[src/rtl/prot_access_check.sv]
module prot_access_check #(
  parameter int NUM_ENTRIES = 8,
  parameter int ADDR_W      = 32,
  parameter int SIZE_W      = 4,
  parameter int XLEN_BYTES  = 4
) (
  input  logic                          clk,
  input  logic                          rst_n,
  input  logic                          start,
  input  logic [ADDR_W-1:0]             acc_addr,
  input  logic [SIZE_W-1:0]             acc_size,
  input  logic [2:0]                    acc_req,
  input  logic                          acc_mach,
  input  logic [NUM_ENTRIES*ADDR_W-1:0] ent_lo,
  input  logic [NUM_ENTRIES*ADDR_W-1:0] ent_hi,
  input  logic [NUM_ENTRIES*2-1:0]      ent_mode,
  input  logic [NUM_ENTRIES-1:0]        ent_lock,
  input  logic [NUM_ENTRIES*3-1:0]      ent_perm,
  output logic                          busy,
  output logic                          done,
  output logic                          allow,
  output logic                          partial
);
  localparam int IDX_W = (NUM_ENTRIES > 1) ? $clog2(NUM_ENTRIES) : 1;
  localparam logic [IDX_W-1:0] LAST_IDX = IDX_W'(NUM_ENTRIES - 1);

  logic [IDX_W-1:0]  idx;
  logic [ADDR_W-1:0] q_first, q_last;
  logic [2:0]        q_req;
  logic              q_mach;

  logic [NUM_ENTRIES-1:0] active;
  genvar g;
  generate
    for (g = 0; g < NUM_ENTRIES; g++) begin : g_act
      assign active[g] = |ent_mode[g*2 +: 2];
    end
  endgenerate

  wire [ADDR_W-1:0] eff_size = (acc_size == '0) ? ADDR_W'(XLEN_BYTES) : ADDR_W'(acc_size);
  wire [ADDR_W-1:0] last_byte = acc_addr + eff_size - ADDR_W'(1);

  wire [ADDR_W-1:0] cur_lo  = ent_lo[idx*ADDR_W +: ADDR_W];
  wire [ADDR_W-1:0] cur_hi  = ent_hi[idx*ADDR_W +: ADDR_W];
  wire [2:0]        cur_pm  = ent_perm[idx*3 +: 3];
  wire              cur_on  = active[idx];
  wire              cur_lk  = ent_lock[idx];

  wire first_in = (q_first >= cur_lo) && (q_first <= cur_hi);
  wire last_in  = (q_last  >= cur_lo) && (q_last  <= cur_hi);
  wire [2:0] granted = (q_mach && !cur_lk) ? 3'b111 : cur_pm;
  wire req_ok = (q_req & ~granted) == 3'b000;

  always_ff @(posedge clk or negedge rst_n) begin
    if (!rst_n) begin
      busy    <= 1'b0;
      done    <= 1'b0;
      allow   <= 1'b0;
      partial <= 1'b0;
      idx     <= '0;
      q_first <= '0;
      q_last  <= '0;
      q_req   <= '0;
      q_mach  <= 1'b0;
    end else begin
      done <= 1'b0;
      if (!busy) begin
        if (start) begin
          busy    <= 1'b1;
          idx     <= '0;
          q_first <= acc_addr;
          q_last  <= last_byte;
          q_req   <= acc_req;
          q_mach  <= acc_mach;
        end
      end else if (active == '0) begin
        busy    <= 1'b0;
        done    <= 1'b1;
        allow   <= 1'b1;
        partial <= 1'b0;
      end else if (cur_on && (first_in ^ last_in)) begin
        busy    <= 1'b0;
        done    <= 1'b1;
        allow   <= 1'b0;
        partial <= 1'b1;
      end else if (cur_on && first_in && last_in) begin
        busy    <= 1'b0;
        done    <= 1'b1;
        allow   <= req_ok;
        partial <= 1'b0;
      end else if (idx == LAST_IDX) begin
        busy    <= 1'b0;
        done    <= 1'b1;
        allow   <= q_mach;
        partial <= 1'b0;
      end else begin
        idx <= idx + IDX_W'(1);
      end
    end
  end
endmodule


[config.mk]
export PLATFORM = sky130hd
export DESIGN_NAME = prot_access_check
export DESIGN_NICKNAME = d
export VERILOG_FILES = /design/src/rtl/prot_access_check.sv
export SDC_FILE = /design/constraint.sdc
export NUM_CORES = 1
export LEC_CHECK = 0
export BUFFER_PORTS_ARGS = -buffer_cell sky130_fd_sc_hd__buf_4
export CAP_MARGIN = 20
export CORE_AREA = 5 5 234 236
export DETAILED_ROUTE_END_ITERATION = 8
export DIE_AREA = 0 0 239 241
export GPL_ROUTABILITY_DRIVEN = 1
export PLACE_DENSITY = 0.54
export SLEW_MARGIN = 40
export SYNTH_ARGS = -nofsm -noshare
export SYNTH_HDL_FRONTEND = slang
export SYNTH_SLANG_ARGS = --single-unit
[constraint.sdc]
create_clock -name clk -period 9.02 [get_ports clk]
set_clock_uncertainty 0.05 [all_clocks]
set_input_delay 2.706 -clock clk [delete_from_list [all_inputs] [get_ports clk]]
set_output_delay 2.706 -clock clk [all_outputs]
set_load 0.005 [all_outputs]
==> impl_metrics.tcl <==
set metrics [dict create \
    outcome "complete, no violations" \
    postSynthCellCount 1098 \
    rsz0062_at_grt "no" \
    crit_path_max_fanout 4 \
    slew_violations 0 \
    startpoint "ent_lo[250]" \
    pre_cts_slack_ns 2.57 \
    area_growth_pct 50.6 \
    p_total_mw 4.48 \
    placed_area_um2 16500 \
    vias 11694 \
    ant_nets 0 \
    clk_pin_slew_ns 0.06 \
    reg2reg_from "idx[0]$_DFFE_PN0P_" \
    dieArea_um2 57600 \
    holdPathStages 2 \
    dp.cells 2341 \
    synth_fp_nets 1866 \
    synth_edf_count 0 \
    post-cts-setup-buffers 0 \
    ff2ff_path_depth 13 \
    vias_per_cell 4.95 \
    ys_seq_elements 75 \
    synth_area_leaders "mux4_2 28%, ha_1 18%, dfrtp_1 17%, mux2i_1 6.2%, nand2_1 4.1%" \
    die_h_um 241 \
    yosys_warnings 0 \
    grt_usage_pct 20.3 \
    clkLatencyLatePin_ns 0.35 \
    dieWidth_um 239 \
    fin_ws_ns 2.89 \
    core_um2 52200 \
    cts_resized 0 \
    ys_seq_area_share_pct 16.8 \
    r2r_slack_ns 3.69 \
    setup_viol 0 \
    cp-end-kind "flip-flop" \
    regArea_um2 1890 \
    worst_pin_slew_ns 0.949 \
    slew_headroom_pct 36.7 \
    cts_root_buf "clkbuf_16" \
    cts.sinks 75 \
    wl_per_cell_um 26.5 \
    cts_tree "yes" \
    fin_crit_sh_pct 68.0 \
    reg2reg_to "idx[0]$_DFFE_PN0P_" \
    worstHoldPathType "reg -> reg" \
    fin_nets 2432 \
    drt_iter0_markers 681 \
    synth_top_area_share_pct 27.6 \
    final_area_um2 16900 \
    grt_max_degree 129 \
    fmax_mhz 163 \
    grt_pass1_wl_um 85000 \
    holdPathEnd "q_req[1]$_DFFE_PN0P_" \
    fill_cells 5378 \
    ir_drop_mv 0.166 \
    grt_pass1_vias 12199 \
    antenna_found_initial 23 \
    fin_setup_tns_ns 0 \
    power_density_nw_per_um2 265 \
    hold_viol_final 0 \
    leakage_nw 7.95 \
    synth_top_cell_by_area "mux4_2" \
    start_kind "input pin" \
    grt_overflow 0 \
    final_cell_mix "608 x buf_4, 164 x ha_1, 137 x mux4_2" \
    initial_core_util_pct 21.4 \
    netlist_area_um2 11200 \
    drive_gt1_share_pct 46.8 \
    clock_path_buffers 2 \
    synthFlopType "dfrtp_1" \
    hpwl_um 55400 \
    row_count 84 \
    instances_no_fill 2364 \
    io_buffers 606 \
    drc 0 \
    cts_htree_levels 3 \
    min_period_ns 6.13 \
    cp_data_arrival_time_ns 6.34 \
    dr.pass1.iters 5 \
    numCtsBuffers 9 \
    worstHoldStart "q_req[1]$_DFFE_PN0P_" \
    required_ns 9.23 \
    final_common_cell "buf_4" \
    io_pins 607 \
    maxCapViolCount 0 \
    routed_wl_um 62600 \
    synth_area_per_cell_um2 10.2 \
    ys_types 63 \
    multi_input_area_um2 8880 \
    cts_hold_buf 0 \
    synthArstFlopShare_pct 100 \
    crit_type "in -> reg" \
    place.gp.congestion 0.997 \
]
==> cell usage after synthesis, types with 2 or more instances <==
cell type and instances:
xor2_1 9, nor3_1 16, o21bai_1 6, a21o_1 32, a22oi_1 2, a2111oi_0 3
dfrtp_1 75, nor2b_1 8, ha_1 164, a32oi_1 2, nand2b_1 7, o21ai_1 2
nand2_1 121, a221o_1 3, o211ai_1 6, o21a_1 11, and3_1 8, nor4_1 7
mux2_2 2, nand4b_1 2, a21boi_0 3, buf_2 13, o22a_1 2, nor2_1 31
a31oi_1 6, a21oi_1 67, nor4b_1 2, o31a_1 2, o21ai_0 79, o31ai_1 8
a211oi_1 10, mux2i_1 69, xnor2_1 11, mux4_2 137, nand3_1 17, nand4_1 30
buf_1 4, clkbuf_1 39, inv_1 58
==> area by class of cell <==
cell class / count / area share, %
Sequential cell: 75 / 11.2
Timing Repair Buffer: 612 / 27.5
Multi-Input combinational cell: 908 / 52.6
Clock inverter: 6 / 0.809
Inverter: 58 / 1.29
Clock buffer: 10 / 1.42
Tap cell: 688 / 5.10
Antenna cell: 7 / 0.104
==> worst max-delay path, cell delays in order <==
cell and delay, ns:
buf_4 0.11, mux4_2 0.48, mux2i_1 0.58, ha_1 0.25, nand4_1 0.07, or2_1 0.26, nor3_1 0.29, nor4b_1 0.29
a32oi_1 0.15, a22oi_1 0.55, o21ai_1 0.19, nand2_1 0.20, mux2i_1 0.21
==> how the worst max path moves through the flow <==
| stage | endpoint | slack (ns) |
|---|---|---|
| floorplan | allow$_DFFE_PN0P_ | 3.53 |
| global placement | allow$_DFFE_PN0P_ | 2.60 |
| detailed placement | idx[0]$_DFFE_PN0P_ | 2.57 |
| CTS | idx[0]$_DFFE_PN0P_ | 2.91 |
| global route | idx[0]$_DFFE_PN0P_ | 2.68 |
| finish | idx[0]$_DFFE_PN0P_ | 2.89 |
==> registers in the layout, summed over array words and instances, names as in the netlist <==
| register | count |
|---|---|
| q_first | 32 |
| q_last | 32 |
| idx | 3 |
| q_req | 3 |
| allow | 1 |
| busy | 1 |
| done | 1 |
| partial | 1 |
| q_mach | 1 |
==> report_power, final <==
| part | total, mW | internal (mW) | switching, mW |
|---|---|---|---|
| registers | 0.790 | 0.500 | 0.290 |
| clock network | 0.468 | 0.307 | 0.161 |
| logic | 3.22 | 1.54 | 1.68 |
| total | 4.48 | 2.35 | 2.13 |
==> layer usage <==
metal	up-vias	wire length [um]	track usage [%]
met5	-	93	0
met4	16	1120	4.43
met3	56	5370	6.19
met2	460	31900	36.0
met1	5699	24100	24.4
li1	5463	-	-
==> per-stage QoR <==
stage,util (%),hold WS (ns)
2_1_floorplan,-,0.396
3_3_place_gp,31.5,0.410
3_5_place_dp,31.5,0.414
4_1_cts,32.2,0.430
5_1_grt,32.3,0.459
6_report,32.3,0.426
==> cells by family after synthesis <==
kind of cell / after synthesis / synth area share, %
xor+xnor: 20 / 1.56
compound gates: 256 / 14.3
mux: 208 / 33.9
buf+inv: 115 / 4.03
simple gates: 259 / 10.9
flops: 75 / 16.8
fa+ha+maj: 165 / 18.5
No activity file was read; power rests on OpenSTA's default activity.
